**config.mk**
```make
export PLATFORM = sky130hd
export DESIGN_NAME = pwrdn_notice_ctrl
export DESIGN_NICKNAME = d
export VERILOG_FILES = /design/src/rtl/pwrdn_notice_pkg.sv /design/src/rtl/pwrdn_cmd_decode.sv /design/src/rtl/pwrdn_field_reg.sv /design/src/rtl/pwrdn_busy_timer.sv /design/src/rtl/pwrdn_sleep_fsm.sv /design/src/rtl/pwrdn_notice_ctrl.sv
export SDC_FILE = /design/constraint.sdc
export NUM_CORES = 1
export LEC_CHECK = 0
export BUFFER_PORTS_ARGS = -buffer_cell sky130_fd_sc_hd__buf_2
export CAP_MARGIN = 5
export CORE_MARGIN = 1
export CORE_UTILIZATION = 49
export DETAILED_ROUTE_END_ITERATION = 7
export GPL_ROUTABILITY_DRIVEN = 0
export GPL_TIMING_DRIVEN = 0
export PLACE_DENSITY = 0.7
export SLEW_MARGIN = 20
export SYNTH_ARGS = -nofsm -noshare
export SYNTH_HDL_FRONTEND = slang
export SYNTH_SLANG_ARGS = --single-unit
```
**constraint.sdc**
```tcl
create_clock -name clk -period 4.3 [get_ports clk]
set_input_delay 0.43 -clock clk [delete_from_list [all_inputs] [get_ports clk]]
set_output_delay 0.43 -clock clk [all_outputs]
set_load 0.01 [all_outputs]
```
**src/rtl/pwrdn_notice_pkg.sv**
```systemverilog
package pwrdn_notice_pkg;

  localparam logic [7:0] PN_NONE  = 8'h00;
  localparam logic [7:0] PN_ON    = 8'h01;
  localparam logic [7:0] PN_SHORT = 8'h02;
  localparam logic [7:0] PN_LONG  = 8'h03;
  localparam logic [7:0] PN_SLEEP = 8'h04;

  typedef enum logic [1:0] {
    ST_XFER  = 2'd0,
    ST_STBY  = 2'd1,
    ST_SLEEP = 2'd2
  } dev_state_e;

  typedef struct packed {
    logic apply;
    logic err;
    logic restore;
    logic abort;
    logic go_xfer;
    logic go_stby;
    logic go_sleep;
    logic wake;
  } pn_evt_t;

endpackage

```
**src/rtl/pwrdn_cmd_decode.sv**
```systemverilog
module pwrdn_cmd_decode
  import pwrdn_notice_pkg::*;
(
  input  logic       hpi_i,
  input  logic       wr_i,
  input  logic [7:0] wr_data_i,
  input  logic       sel_i,
  input  logic       sel_hit_i,
  input  logic       slp_i,
  input  logic       slp_enter_i,
  input  logic       cmd_i,
  input  logic [7:0] value_i,
  input  logic       busy_i,
  input  dev_state_e state_i,
  output pn_evt_t    evt_o
);

  logic notified;
  logic idle_slp;
  logic asleep;

  always_comb begin
    notified = (value_i == PN_SHORT) || (value_i == PN_LONG) || (value_i == PN_SLEEP);
    idle_slp = (value_i == PN_SLEEP) && !busy_i;
    asleep   = (state_i == ST_SLEEP);
    evt_o    = '0;
    if (hpi_i) begin
      if (busy_i) begin
        evt_o.restore = 1'b1;
        evt_o.abort   = 1'b1;
      end
    end else if (wr_i) begin
      if (state_i != ST_XFER) begin
        evt_o.err = 1'b1;
      end else if (busy_i) begin
        evt_o.restore = 1'b1;
        evt_o.abort   = 1'b1;
      end else if (wr_data_i == PN_NONE) begin
        evt_o.err = (value_i != PN_NONE);
      end else if (wr_data_i > PN_SLEEP) begin
        evt_o.err = 1'b1;
      end else begin
        evt_o.apply = 1'b1;
      end
    end else if (sel_i) begin
      if (!asleep) begin
        evt_o.go_xfer = sel_hit_i;
        evt_o.go_stby = !sel_hit_i;
        evt_o.restore = notified && !(!sel_hit_i && idle_slp);
        evt_o.abort   = busy_i;
      end
    end else if (slp_i) begin
      if (slp_enter_i) begin
        if ((state_i == ST_STBY) && ((value_i == PN_ON) || idle_slp)) begin
          evt_o.go_sleep = 1'b1;
        end else if (!asleep) begin
          evt_o.restore = notified;
          evt_o.abort   = busy_i;
        end
      end else if (asleep) begin
        evt_o.wake    = 1'b1;
        evt_o.restore = 1'b1;
      end else begin
        evt_o.restore = notified;
        evt_o.abort   = busy_i;
      end
    end else if (cmd_i && !asleep) begin
      evt_o.restore = notified;
      evt_o.abort   = busy_i;
    end
  end

endmodule

```
**src/rtl/pwrdn_field_reg.sv**
```systemverilog
module pwrdn_field_reg
  import pwrdn_notice_pkg::*;
(
  input  logic       clk,
  input  logic       rst_n,
  input  pn_evt_t    evt_i,
  input  logic [7:0] wr_data_i,
  output logic [7:0] value_o,
  output logic       err_o,
  output logic       start_o
);

  logic [7:0] value_q, value_d;
  logic       err_q, err_d;
  logic       value_en;

  always_comb begin
    value_en = evt_i.restore || evt_i.apply;
    value_d  = evt_i.restore ? PN_ON : wr_data_i;
    err_d    = evt_i.err;
    start_o  = evt_i.apply && (wr_data_i >= PN_SHORT) && (wr_data_i <= PN_SLEEP);
  end

  always_ff @(posedge clk or negedge rst_n) begin
    if (!rst_n) begin
      value_q <= PN_NONE;
    end else if (value_en) begin
      value_q <= value_d;
    end
  end

  always_ff @(posedge clk or negedge rst_n) begin
    if (!rst_n) begin
      err_q <= 1'b0;
    end else begin
      err_q <= err_d;
    end
  end

  assign value_o = value_q;
  assign err_o   = err_q;

  AST_VALUE_DEFINED: assert property (@(posedge clk) disable iff (!rst_n)
    value_q <= PN_SLEEP);

endmodule

```
**src/rtl/pwrdn_busy_timer.sv**
```systemverilog
module pwrdn_busy_timer #(
  parameter int SHORT_TMO = 2000,
  parameter int LONG_TMO  = 200000,
  parameter int SLP_UNIT  = 1024
) (
  input  logic       clk,
  input  logic       rst_n,
  input  logic       start_i,
  input  logic [7:0] code_i,
  input  logic [7:0] slp_tmo_i,
  input  logic       abort_i,
  input  logic       done_i,
  output logic       busy_o
);

  localparam int SLP_MAX = 255 * SLP_UNIT;
  localparam int MAX_A   = (SHORT_TMO > LONG_TMO) ? SHORT_TMO : LONG_TMO;
  localparam int MAXL    = (MAX_A > SLP_MAX) ? MAX_A : SLP_MAX;
  localparam int CW      = $clog2(MAXL + 1);

  logic [CW-1:0] cnt_q, cnt_d;
  logic [CW-1:0] lim_q, lim_d;
  logic [CW-1:0] slp_eff, slp_lim, new_lim;
  logic          busy_q, busy_d;
  logic          tmr_en;

  always_comb begin
    slp_eff = (slp_tmo_i == 8'd0) ? CW'(1) : CW'(slp_tmo_i);
    slp_lim = slp_eff * CW'(SLP_UNIT);
    case (code_i)
      8'h02:   new_lim = CW'(SHORT_TMO);
      8'h03:   new_lim = CW'(LONG_TMO);
      default: new_lim = slp_lim;
    endcase
  end

  always_comb begin
    busy_d = busy_q;
    cnt_d  = cnt_q;
    lim_d  = lim_q;
    tmr_en = start_i || busy_q;
    if (start_i) begin
      busy_d = 1'b1;
      cnt_d  = '0;
      lim_d  = new_lim;
    end else if (busy_q) begin
      if (abort_i || done_i || (cnt_q == lim_q - CW'(1))) begin
        busy_d = 1'b0;
      end else begin
        cnt_d = cnt_q + CW'(1);
      end
    end
  end

  always_ff @(posedge clk or negedge rst_n) begin
    if (!rst_n) begin
      busy_q <= 1'b0;
      cnt_q  <= '0;
      lim_q  <= '0;
    end else if (tmr_en) begin
      busy_q <= busy_d;
      cnt_q  <= cnt_d;
      lim_q  <= lim_d;
    end
  end

  assign busy_o = busy_q;

  AST_BUSY_IN_WINDOW: assert property (@(posedge clk) disable iff (!rst_n)
    busy_q |-> (cnt_q < lim_q));

  AST_DONE_RELEASES: assert property (@(posedge clk) disable iff (!rst_n)
    (busy_q && done_i && !start_i) |=> !busy_q);

endmodule

```
**src/rtl/pwrdn_sleep_fsm.sv**
```systemverilog
module pwrdn_sleep_fsm
  import pwrdn_notice_pkg::*;
(
  input  logic       clk,
  input  logic       rst_n,
  input  pn_evt_t    evt_i,
  output dev_state_e state_o
);

  dev_state_e state_q, state_d;

  always_comb begin
    state_d = state_q;
    unique case (state_q)
      ST_XFER:  if (evt_i.go_stby) state_d = ST_STBY;
      ST_STBY:  if (evt_i.go_sleep) state_d = ST_SLEEP;
                else if (evt_i.go_xfer) state_d = ST_XFER;
      ST_SLEEP: if (evt_i.wake) state_d = ST_STBY;
      default:  state_d = ST_XFER;
    endcase
  end

  always_ff @(posedge clk or negedge rst_n) begin
    if (!rst_n) begin
      state_q <= ST_XFER;
    end else begin
      state_q <= state_d;
    end
  end

  assign state_o = state_q;

  AST_WAKE_VIA_STBY: assert property (@(posedge clk) disable iff (!rst_n)
    (state_q == ST_SLEEP) |=> (state_q != ST_XFER));

endmodule

```
**src/rtl/pwrdn_notice_ctrl.sv**
```systemverilog
module pwrdn_notice_ctrl
  import pwrdn_notice_pkg::*;
#(
  parameter int SHORT_TMO = 2000,
  parameter int LONG_TMO  = 200000,
  parameter int SLP_UNIT  = 1024
) (
  input  logic       clk,
  input  logic       rst_n,
  input  logic       wr_en,
  input  logic [7:0] wr_data,
  input  logic       cmd_stb,
  input  logic       hpi_stb,
  input  logic       slp_stb,
  input  logic       slp_enter,
  input  logic       sel_stb,
  input  logic       sel_hit,
  input  logic       prep_done,
  input  logic [7:0] slp_tmo_code,
  output logic [7:0] notice_val,
  output logic       busy,
  output logic [1:0] dev_state,
  output logic       switch_err
);

  pn_evt_t    evt;
  dev_state_e state;
  logic [7:0] value;
  logic       busy_int;
  logic       start;
  logic       in_sleep;

  pwrdn_cmd_decode i_decode (
    .hpi_i       (hpi_stb),
    .wr_i        (wr_en),
    .wr_data_i   (wr_data),
    .sel_i       (sel_stb),
    .sel_hit_i   (sel_hit),
    .slp_i       (slp_stb),
    .slp_enter_i (slp_enter),
    .cmd_i       (cmd_stb),
    .value_i     (value),
    .busy_i      (busy_int),
    .state_i     (state),
    .evt_o       (evt)
  );

  pwrdn_field_reg i_field (
    .clk       (clk),
    .rst_n     (rst_n),
    .evt_i     (evt),
    .wr_data_i (wr_data),
    .value_o   (value),
    .err_o     (switch_err),
    .start_o   (start)
  );

  pwrdn_busy_timer #(
    .SHORT_TMO (SHORT_TMO),
    .LONG_TMO  (LONG_TMO),
    .SLP_UNIT  (SLP_UNIT)
  ) i_timer (
    .clk       (clk),
    .rst_n     (rst_n),
    .start_i   (start),
    .code_i    (wr_data),
    .slp_tmo_i (slp_tmo_code),
    .abort_i   (evt.abort),
    .done_i    (prep_done),
    .busy_o    (busy_int)
  );

  pwrdn_sleep_fsm i_fsm (
    .clk     (clk),
    .rst_n   (rst_n),
    .evt_i   (evt),
    .state_o (state)
  );

  assign notice_val = value;
  assign busy       = busy_int;
  assign dev_state  = state;
  assign in_sleep   = (state == ST_SLEEP);

  AST_BUSY_NEEDS_NOTICE: assert property (@(posedge clk) disable iff (!rst_n)
    busy_int |-> ((value == PN_SHORT) || (value == PN_LONG) || (value == PN_SLEEP)));

  AST_ZERO_WRITE_KEPT: assert property (@(posedge clk) disable iff (!rst_n)
    (wr_en && !hpi_stb && !busy_int && (wr_data == PN_NONE) && (value != PN_NONE))
    |=> (switch_err && (value == $past(value))));

  AST_HPI_ENDS_BUSY: assert property (@(posedge clk) disable iff (!rst_n)
    (busy_int && hpi_stb) |=> (!busy_int && (value == PN_ON)));

  AST_SLEEP_ENTRY_OK: assert property (@(posedge clk) disable iff (!rst_n)
    $rose(in_sleep) |-> (($past(value) == PN_ON) ||
                         (($past(value) == PN_SLEEP) && !$past(busy_int))));

  AST_WAKE_RESTORES: assert property (@(posedge clk) disable iff (!rst_n)
    $fell(in_sleep) |-> (value == PN_ON));

endmodule

```
Word-level counts from Yosys, hierarchy flattened:

Cells that the tools add are included.

* add/sub/neg operators: 2
* order comparisons: 3
* eq/ne operators: 13
* multiplexer cells: 45
* reductions and logical operators: 27

Operators with widths (number)
* $mux W18: 3
* $mux W2: 20
* $pmux W18 S2: 1
* $eq A8 B2 Y1 const B: 4
* $add A18 B1 Y18 const B: 1
* $eq A18 B18 Y1: 1
* $sub A18 B1 Y18 const B: 1
* $logic_not A8 Y1: 2
* $mux W8: 2
* $mux W1: 15
* $mux W4: 3
* $eq A8 B1 Y1 const B: 1
* $eq A8 B3 Y1 const B: 1
* $ge A8 B2 Y1 const B: 1
* $gt A8 B3 Y1 const B: 1
* $le A8 B3 Y1 const B: 1
* $reduce_bool A8 Y1: 1
* $logic_and A1 B1 Y1: 7
* $logic_or A1 B1 Y1: 7
* $pmux W2 S3: 1
* $reduce_and A3 Y1: 2
* $logic_not A1 Y1: 4
* $ne A2 B2 Y1 const B: 2
* $reduce_bool A2 Y1: 2
* other kinds (6): 6

* bits in registers: 48
* output and inout bits: 12

Logic depth before layout (Yosys ltp):

Gate-level depths: netlist of run 1.

* depth in word-level cells: 15
* gate-level depth with buffers: 12
* gate-level depth less buffers: 9

Hierarchy:

From an unflattened synthesis of run 1, not the netlist that was laid out.

* cells, all modules: 301
* area, all modules: 2655.0 um^2

Modules (own cells, without submodules)
* pwrdn_busy_timer: times used 1, cells each 217, area an instance 1874.3 um^2, sequential area each 725.7 um^2
* pwrdn_field_reg: times used 1, cells each 31, area an instance 395.4 um^2, sequential area each 225.2 um^2
* pwrdn_cmd_decode: times used 1, cells each 45, area an instance 290.3 um^2, sequential area each 0.0 um^2
* pwrdn_sleep_fsm: times used 1, cells each 8, area an instance 95.1 um^2, sequential area each 50.0 um^2

Least setup slack after synthesis of run 1:

Ideal clock, no wire load.

* path type: reg-to-reg
* start: reg i_timer.lim_q[9]
* end: reg i_timer.cnt_q[2]
* library setup time: 0.079 ns
* arrival time: 2.757 ns
* setup slack: 1.464 ns
* cell stages (with the launch flop): 13
* period minus slack after synthesis: 2.836 ns
* cell sequence: dfrtp_1 clkbuf_1 inv_1 ha_1 or4b_1 clkbuf_1 or3_1 o32ai_1 o2111a_1 a21oi_4 buf_6 nand2_1 mux2i_1

* word-level cells in the longest chain between the ends: 5

Ends and longest elaborated chain
* from (decl): line pwrdn_busy_timer.sv:22 `logic [CW-1:0] lim_q, lim_d;`
* from (signal assigned): line pwrdn_busy_timer.sv:63 `lim_q <= lim_d;`
* $sub A18 B1 Y18: line pwrdn_busy_timer.sv:47 `if (abort_i || done_i || (cnt_q == lim_q - CW'(1))) begin`
* $eq A18 B18 Y1: line pwrdn_busy_timer.sv:47
* $logic_or A1 B1 Y1: line pwrdn_busy_timer.sv:47
* $ne A2 B1 Y1 (no source line)
* $reduce_and A3 Y1 (no source line)
* to (signal assigned): line pwrdn_busy_timer.sv:62 `cnt_q <= cnt_d;`
* to (decl): line pwrdn_busy_timer.sv:21 `logic [CW-1:0] cnt_q, cnt_d;`

No other way between the ends.
A chain may end at the register's enable or synchronous reset.

Final worst setup path of run 1:

Ends and elaborated chain as after synthesis.

==> impl_metrics.tcl, run 1 <==
set metrics [dict create \
    power_density_nw_per_um2 318 \
    fin_nets 352 \
    cts_buffers 5 \
    worstRegToRegCells 12 \
    finalPower_uw 912 \
    max_freq_mhz 298 \
    dp_hpwl_mm 4.29 \
    ant_nets 0 \
    hold_path_class "input port to async pin" \
    coreArea_um2 4790 \
    cp-end-kind "register" \
    ys_ff_latch 40 \
    ys_seq_area_share_pct 40.3 \
    die_h_um 73.2 \
    fin_skew_ps 10.2 \
    fin_setup_tns_ps 0 \
    ys.flop_type "dfrtp_1" \
    fin_crit_sh_pct 78.2 \
    seq_area_um2 1000 \
    antenna_found_initial 0 \
    cts-root-buf "clkbuf_8" \
    core.rowCount 25 \
    synth.distinct_cells 48 \
    hold_viol 0 \
    placed_area_um2 2750 \
    io_pins 38 \
    p_leak_nw 1.39 \
    grt_setup_unrepaired "no" \
    start_util_pct 51.9 \
    numPortBuffers 37 \
    cts.sinks 40 \
    clk_pin_slew_ps 80 \
    cts_resized 0 \
    multiInputGateArea_um2 1420 \
    die_area_um2 5360 \
    ys_warn_count 0 \
    drive_gt1_share_pct 16.1 \
    num_vias 2231 \
    drt-total-wl_mm 5.94 \
    synth_nets 308 \
    mappedNetlistArea_um2 2480 \
    start_kind "register" \
    regToRegEndpoint "i_timer.cnt_q[2]" \
    via_per_inst 5.72 \
    htreeDepth 2 \
    grt_pass1_wl_mm 9.78 \
    worst-path-max-fanout 10 \
    clkLatencyLatePin_ps 300 \
    routedWlPerCell_um 15.2 \
    first_iter_violations 229 \
    synthCells 278 \
    run_status "completed" \
    crit_type "register to register" \
    die_x_um 73.2 \
    required_ps 4530 \
    worst_slack_ps 939 \
    syn_area_per_cell_um2 8.94 \
    max_cap_violations 0 \
    cts_tree "yes" \
    antennaDiodeCount 0 \
    nFillCells 447 \
    final_cell_area_um2 2870 \
    post-route-util_pct 59.9 \
    relSlewSlack_pct 38.6 \
    setup_viol 0 \
    post-route-drc-count 0 \
    max-vdd-ir-drop_uv 152 \
    timing.final.crit_period_ps 3360 \
    post_cts_buffers 0 \
    critPathArrivalTime_ps 3590 \
    area_growth_pct 15.3 \
    cts.path.max_buffers 2 \
    grt_pass1_vias 2042 \
    reg2reg_slack_ps 940 \
    drtPass1Iterations 4 \
    worst_pin_slew_ps 921 \
    place_ws_ps 1080 \
    grt_use_total_pct 24.3 \
    grt-ovfl-total 0 \
    synth_edf_count 0 \
    grt_max_degree 41 \
    synthArstFlopShare_pct 100 \
    r2r-start "i_timer.lim_q[9]" \
    hold_buffers 0 \
    drv_slew 0 \
]
==> area by class of cell <==
type                    instances  share of cell area [%]
clock inverters                 3                    1.48
inverters                       7                   0.917
multi-input cells             222                    49.4
clock buffers                   5                    2.40
flip-flops and latches         40                    34.9
plain buffers                   9                    1.48
well taps                      67                    2.93
repair buffers                 37                    6.46
==> placed cells by master, fill, tap and decap left out, types with 4 or more instances in the layout <==
master / synthesis / routed
nand4_1: 7 / 7
clkbuf_8: 0 / 5
a211oi_1: 6 / 6
o21ai_1: 6 / 6
nand3_1: 9 / 9
inv_1: 7 / 7
xnor2_1: 10 / 10
a31o_1: 4 / 4
nand2_1: 31 / 31
a22o_1: 5 / 5
a21oi_1: 13 / 13
nor2_1: 29 / 29
and3_1: 6 / 6
ha_1: 4 / 4
nand2b_1: 10 / 10
clkbuf_1: 7 / 7
mux2i_1: 9 / 9
nor2b_1: 5 / 5
dfrtp_1: 40 / 40
and2_1: 5 / 5
o21ai_0: 10 / 10
xor2_1: 5 / 5
buf_2: 1 / 38
nor3_1: 6 / 6
==> power breakdown <==
part           switching [mW]  internal (mW)
clock network           0.144          0.172
logic                  0.0930         0.0761
registers              0.0294          0.397
==> Yosys cell counts, drive strengths merged (5+ instances only) <==
cell	instances	area (um2)
a211oi	6	45.0
a21oi	14	81.3
a22o	5	43.8
and2	5	31.3
and3	6	37.5
clkbuf	7	26.3
dfrtp	40	1000
inv	7	26.3
mux2i	9	90.1
nand2	31	116
nand2b	10	62.6
nand3	11	65.1
nand4	7	43.8
nor2	29	109
nor2b	5	31.3
nor3	6	30.0
o21ai	16	80.1
xnor2	10	87.6
xor2	5	43.8
==> worst max-delay path by stage <==
stage          depth (start not counted)  slack (ps)              from                 to
2_1_floorplan                         12        1460  i_timer.lim_q[9]   i_timer.cnt_q[2]
6_report                              12         940  i_timer.lim_q[9]   i_timer.cnt_q[2]
5_1_grt                               12         740  i_timer.lim_q[9]   i_timer.cnt_q[2]
3_3_place_gp                          12        1130  i_timer.lim_q[9]   i_timer.cnt_q[0]
4_1_cts                               12         990  i_timer.lim_q[9]   i_timer.cnt_q[2]
3_5_place_dp                          12        1080  i_timer.lim_q[9]  i_timer.cnt_q[16]
==> routing by layer <==
metal	global-route usage (%)	share of wire, %	wire [um]	vias to the layer above
li1	-	-	-	1098
met1	33.0	47	2770	1057
met2	39.4	47	2810	67
met3	4.28	4.5	267	9
met4	7.84	1.4	85	0
met5	0	0	0	-
==> cells by family after synthesis <==
| kind of cell | count (synthesis) | synth area share, % |
|---|---|---|
| compound gates | 57 | 16.3 |
| xor+xnor | 15 | 5.29 |
| fa+ha+maj | 4 | 2.01 |
| buf+inv | 16 | 2.77 |
| flops | 40 | 40.3 |
| mux | 9 | 3.63 |
| simple gates | 137 | 29.8 |
==> metrics by stage <==
step,cells,hold WS (ps)
2_1_floorplan,278,134
3_3_place_gp,382,476
3_5_place_dp,382,489
4_1_cts,390,278
5_1_grt,390,324
6_report,390,247
==> sequential cells by signal, summed over array words and instances, names as in the netlist <==
signal / cells
i_field.value_o: 8
i_fsm.state_o: 2
i_timer.busy_o: 1
i_field.err_o: 1
i_timer.cnt_q: 18
i_timer.lim_q: 10
==> critical path, stage by stage (launching register included) <==
cell,delay [ps]
dfrtp_1,420
clkbuf_1,240
inv_1,170
ha_1,260
or4b_1,460
clkbuf_1,180
o21ai_0,260
nor4b_1,330
o2111a_1,370
a21oi_4,150
buf_6,180
nand2_1,80
mux2i_1,170
Power figures use the tool's default switching activity.
==> inputs of run 2 (changes only) <==
--- a/config.mk
+++ b/config.mk
@@ -5,6 +5,7 @@
 export SDC_FILE = /design/constraint.sdc
 export NUM_CORES = 1
 export LEC_CHECK = 0
+export ABC_AREA = 1
 export BUFFER_PORTS_ARGS = -buffer_cell sky130_fd_sc_hd__buf_2
 export CAP_MARGIN = 5
 export CORE_MARGIN = 1
==> constraint.sdc (replaced) <==
create_clock -name clk -period 3.27 [get_ports clk]
set_input_delay 0.327 -clock clk [delete_from_list [all_inputs] [get_ports clk]]
set_output_delay 0.327 -clock clk [all_outputs]
set_load 0.01 [all_outputs]
==> impl_metrics.tcl, run 2 <==
set metrics [dict create \
    num_vias 2740 \
    grt_max_degree 41 \
    via_per_inst 5.06 \
    grt_pass1_vias 2556 \
    htreeDepth 2 \
    run_status "completed" \
    fin_setup_tns_ps 0 \
    ys_ff_latch 40 \
    grt_pass1_wl_mm 11.2 \
    hold_path_class "input port to async pin" \
    finalPower_mw 1.17 \
    cts_buffers 5 \
    fin_skew_ps 8.15 \
    synth_most_common_cell "nand2_1" \
    post_cts_buffers 0 \
    syn_area_per_cell_um2 6.71 \
    numPortBuffers 37 \
    timing.final.crit_period_ps 2340 \
    relSlewSlack_pct 39.4 \
    synth.largest_area_cell "dfrtp_1" \
    max_cap_violations 0 \
    hold_buffers 0 \
    max_freq_mhz 427 \
    fin_nets 499 \
    drv_slew 0 \
    clkLatencyLatePin_ps 290 \
    cts-root-buf "clkbuf_8" \
    p_leak_nw 1.75 \
    ys_warn_count 0 \
    cts_tree "yes" \
    routedWlPerCell_um 11.8 \
    synth_top_area_share_pct 35.1 \
    worstRegToRegCells 13 \
    max-vdd-ir-drop_uv 195 \
    die_h_um 78.3 \
    drive_gt1_share_pct 16.6 \
    synth_common_cells "nand2_1 (108), inv_1 (64), nand3_1 (60)" \
    die_x_um 78.3 \
    post-route-drc-count 0 \
    die_area_um2 6130 \
    area_growth_pct 12.7 \
    grt_setup_unrepaired "no" \
    required_ps 3500 \
    start_kind "register" \
    top_register "i_timer.cnt_q" \
    cts.path.max_buffers 2 \
    post-route-util_pct 57.7 \
    grt_use_total_pct 22.8 \
    cts_resized 0 \
    largest_register_ffs 18 \
    synth_edf_count 0 \
    mostFrequentLayoutCells "nand2_1 (108), inv_1 (64), nand3_1 (60)" \
    drt-total-wl_mm 6.38 \
    start_util_pct 51.2 \
    power_density_nw_per_um2 364 \
    cp-end-kind "register" \
    clk_pin_slew_ps 90 \
    ys.flop_type "dfrtp_1" \
    synthArstFlopShare_pct 100 \
    mappedNetlistArea_um2 2850 \
    io_pins 38 \
    coreArea_um2 5570 \
    first_iter_violations 131 \
    antennaDiodeCount 0 \
    reg2reg_slack_ps 930 \
    synthCells 425 \
    critPathArrivalTime_ps 2570 \
    core.rowCount 27 \
    ys_seq_area_share_pct 35.1 \
    grt-ovfl-total 0 \
    dp_hpwl_mm 4.93 \
    drtPass1Iterations 4 \
    hold_viol 0 \
    ant_nets 0 \
    cts.sinks 40 \
    regToRegEndpoint "i_timer.cnt_q[0]" \
    fin_crit_sh_pct 71.7 \
    ys_top_cells_by_area "dfrtp_1 (35%), nand2_1 (14%), nand3_1 (11%), inv_1 (8.4%), nor2_1 (5.8%)" \
    final_common_cell "nand2_1" \
    synth.distinct_cells 34 \
    worst-path-max-fanout 10 \
    antenna_found_initial 0 \
    r2r-start "i_timer.lim_q[9]" \
    synth_nets 455 \
    worst_pin_slew_ps 908 \
    crit_type "register to register" \
    setup_viol 0 \
]
==> run 2: layer usage <==
layer	wire (um)	global-route usage, %	share of wire [%]
met3	183	3.60	2.9
met1	3060	29.1	48
met5	0	0	0
met4	104	7.96	1.6
met2	3040	38.9	48
==> run 2: worst max-delay path, stage by stage, from the launching register on <==
cell and delay [ps]:
dfrtp_1 480, inv_1 180, ha_1 260, nand2_1 120
nor2_2 160, nand3_1 130, nand2_1 110, nand3_1 120
nand3_1 120, nor2_2 60, nor2_4 180, buf_4 210
nand3_1 90, nand2_1 80
==> run 2: worst max-delay path by stage <==
stage / start / endpoint / slack (ps) / cells past startpoint
global route: i_timer.lim_q[9] / i_timer.cnt_q[4] / 690 / 15
detailed placement: i_timer.lim_q[9] / i_timer.cnt_q[0] / 950 / 13
global placement: i_timer.lim_q[9] / i_timer.cnt_q[0] / 980 / 13
finish: i_timer.lim_q[9] / i_timer.cnt_q[0] / 930 / 13
floorplan: i_timer.lim_q[9] / i_timer.cnt_q[0] / 1330 / 14
CTS: i_timer.lim_q[9] / i_timer.cnt_q[0] / 900 / 13
==> run 2: per-stage QoR <==
stage	worst slack (ps)	cell area (um2)	hold WS, ps	cells
finish	926	3210	156	542
global placement	979	3130	505	534
global route	686	3210	240	542
floorplan	1330	2850	31.4	425
CTS	905	3210	198	542
detailed placement	950	3130	510	534
==> run 2: cell families (layout without fill, tap and decap cells) <==
kind of cell	Yosys count	count (layout)	share of synthesized area [%]
flops	40	40	35.1
buf+inv	83	128	11.5
fa+ha+maj	4	4	1.76
xor+xnor	19	19	5.84
simple gates	251	251	40.4
compound gates	28	28	5.44
==> run 2: cell type report <==
class	instances	area, um2
plain buffers	6	38.8
flip-flops and latches	40	1000
clock buffers	5	68.8
inverters	77	289
repair buffers	37	185
multi-input cells	302	1520
well taps	72	90.1
fillers	561	2360
clock inverters	3	18.8
==> run 2: where the power goes <==
group / leakage [nW] / total, mW / switching (mW) / internal, mW
clock network: 0.0479 / 0.332 / 0.183 / 0.149
logic: 1.18 / 0.250 / 0.150 / 0.101
registers: 0.519 / 0.589 / 0.0544 / 0.535
total: 1.75 / 1.17 / 0.387 / 0.784
==> inputs of run 3 (changes only) <==
==> constraint.sdc (replaced) <==
create_clock -name clk -period 2.2 [get_ports clk]
set_input_delay 0.22 -clock clk [delete_from_list [all_inputs] [get_ports clk]]
set_output_delay 0.22 -clock clk [all_outputs]
set_load 0.01 [all_outputs]
==> impl_metrics.tcl, run 3 (synthesis results as in run 2) <==
set metrics [dict create \
    slowest_delay_ps 440 \
    hold_path_class "input port to async pin" \
    clk_pin_slew_ps 90 \
    worstSetupEndpoint "i_timer.cnt_q[16]" \
    clkLatencyLatePin_ps 300 \
    cts_buffers 5 \
    io_pins 38 \
    antennaDiodeCount 0 \
    die_area_um2 6130 \
    met1_length_mm 3.07 \
    htreeDepth 2 \
    worstRegToRegCells 15 \
    route.top_layer_used "met4" \
    top_register "i_timer.cnt_q" \
    run_status "completed" \
    placed_area_um2 3130 \
    die_h_um 78.3 \
    dp_hpwl_mm 4.93 \
    cts_tree "yes" \
    nFillCells 542 \
    die_x_um 78.3 \
    path_cells "buf_4 > ha_1 > nand2_1 > inv_1 > nor2_1 > nand3_1 > nor2_1 > nand2_1 > nor2_1 > nand3_1 > nor2_2 > nor2_4 > buf_4 > nand3_1 > nand2_1" \
    via_per_inst 5.02 \
    cts-root-buf "clkbuf_8" \
    ant_nets 0 \
    grt-ovfl-total 0 \
    cp-end-kind "register" \
    max_cap_violations 0 \
    critPathArrivalTime_ps 2250 \
    required_ps 2380 \
    cts.path.max_buffers 2 \
    max_freq_mhz 484 \
    drv_slew 0 \
    grt_max_degree 41 \
    fin_setup_tns_ps 0 \
    grt_pass1_wl_mm 11.2 \
    first_iter_violations 154 \
    crit_type "register to register" \
    setup_viol 0 \
    p_leak_nw 1.78 \
    met3_length_um 222 \
    post-route-util_pct 59.4 \
    worst-path-buf-inv 3 \
    grt_use_total_pct 22.9 \
    start_kind "register" \
    start_util_pct 51.2 \
    drt-total-wl_mm 6.47 \
    antenna_found_initial 0 \
    max-vdd-ir-drop_uv 290 \
    num_vias 2768 \
    hold_viol 0 \
    cts.sinks 40 \
    relSlewSlack_pct 39.4 \
    grt_setup_unrepaired "yes" \
    coreArea_um2 5570 \
    wl_met2_mm 3.11 \
    power_density_nw_per_um2 535 \
    core.rowCount 27 \
    worst-path-max-fanout 5 \
    drive_gt1_share_pct 19.4 \
    largest_register_ffs 18 \
    slowest_stage "dfrtp_2" \
    grt_pass1_vias 2563 \
    critPathTopFamily "simple AND/OR/NAND/NOR gates" \
    cp_num_cells 15 \
    drtPass1Iterations 5 \
    final_common_cell "nand2_1" \
    area_growth_pct 16.2 \
    fin_skew_ps 9.45 \
    fin_crit_sh_pct 94.0 \
    post-route-drc-count 0 \
    reg2reg_slack_ps 130 \
    final_cell_area_um2 3310 \
    critPathLaunch "i_timer.lim_q[9]" \
    fin_nets 508 \
    regToRegEndpoint "i_timer.cnt_q[16]" \
    worst_pin_slew_ps 909 \
    routedWlPerCell_um 11.7 \
    numPortBuffers 37 \
    r2r-start "i_timer.lim_q[9]" \
    timing.final.crit_period_ps 2070 \
    mostFrequentLayoutCells "nand2_1 (108), inv_1 (62), nand3_1 (60)" \
]
-- run 3: metrics by stage --
| stage | hold WS [ps] | setup slack, ps | std cells | power [mW] |
|---|---|---|---|---|
| after floorplan | -75.6 | 257 | 425 | 1.13 |
| after global placement | 407 | -90.6 | 534 | 1.26 |
| after detailed placement | 420 | -120 | 534 | 1.27 |
| after CTS | 90.5 | 9.49 | 544 | 1.77 |
| after global routing | 133 | -11.8 | 551 | 1.88 |
| final | 47.9 | 132 | 551 | 1.77 |
-- run 3: how the worst min path moves through the flow --
stage / startpoint / to / slack [ps]
2_1_floorplan: rst_n / i_field.err_o / -80
3_3_place_gp: rst_n / i_field.value_o[5] / 410
3_5_place_dp: rst_n / i_field.value_o[5] / 420
4_1_cts: rst_n / i_field.value_o[5] / 90
5_1_grt: rst_n / i_field.value_o[5] / 130
6_report: rst_n / i_field.value_o[5] / 50
-- run 3: report_power, final --
| part | internal (mW) | switching, mW | leakage [nW] |
|---|---|---|---|
| combinational | 0.164 | 0.234 | 1.22 |
| sequential | 0.795 | 0.0806 | 0.519 |
| clock | 0.221 | 0.276 | 0.0479 |
-- run 3: timing repair --
item                       CTS  global route
setup endpoints to repair   11            19
pin swaps                    1             7
setup buffers                2             7
gates resized for setup      3             7
hold buffers                 0             0
-- run 3: layout make-up --
class                   count  area, um2  area share (%)
multi-input cells         302       1550            46.7
flip-flops and latches     40       1000            30.2
inverters                  77        292            8.80
repair buffers             46        253            7.63
well taps                  72       90.1            2.72
clock buffers               5       68.8            2.08
plain buffers               6       42.5            1.28
clock inverters             3       18.8           0.566
-- run 3: per-layer routing --
metal | up-vias | GRT usage [%]
met4 | 0 | 7.96
li1 | 1453 | -
met3 | 7 | 3.60
met5 | - | 0
met1 | 1258 | 29.1
met2 | 50 | 39.3
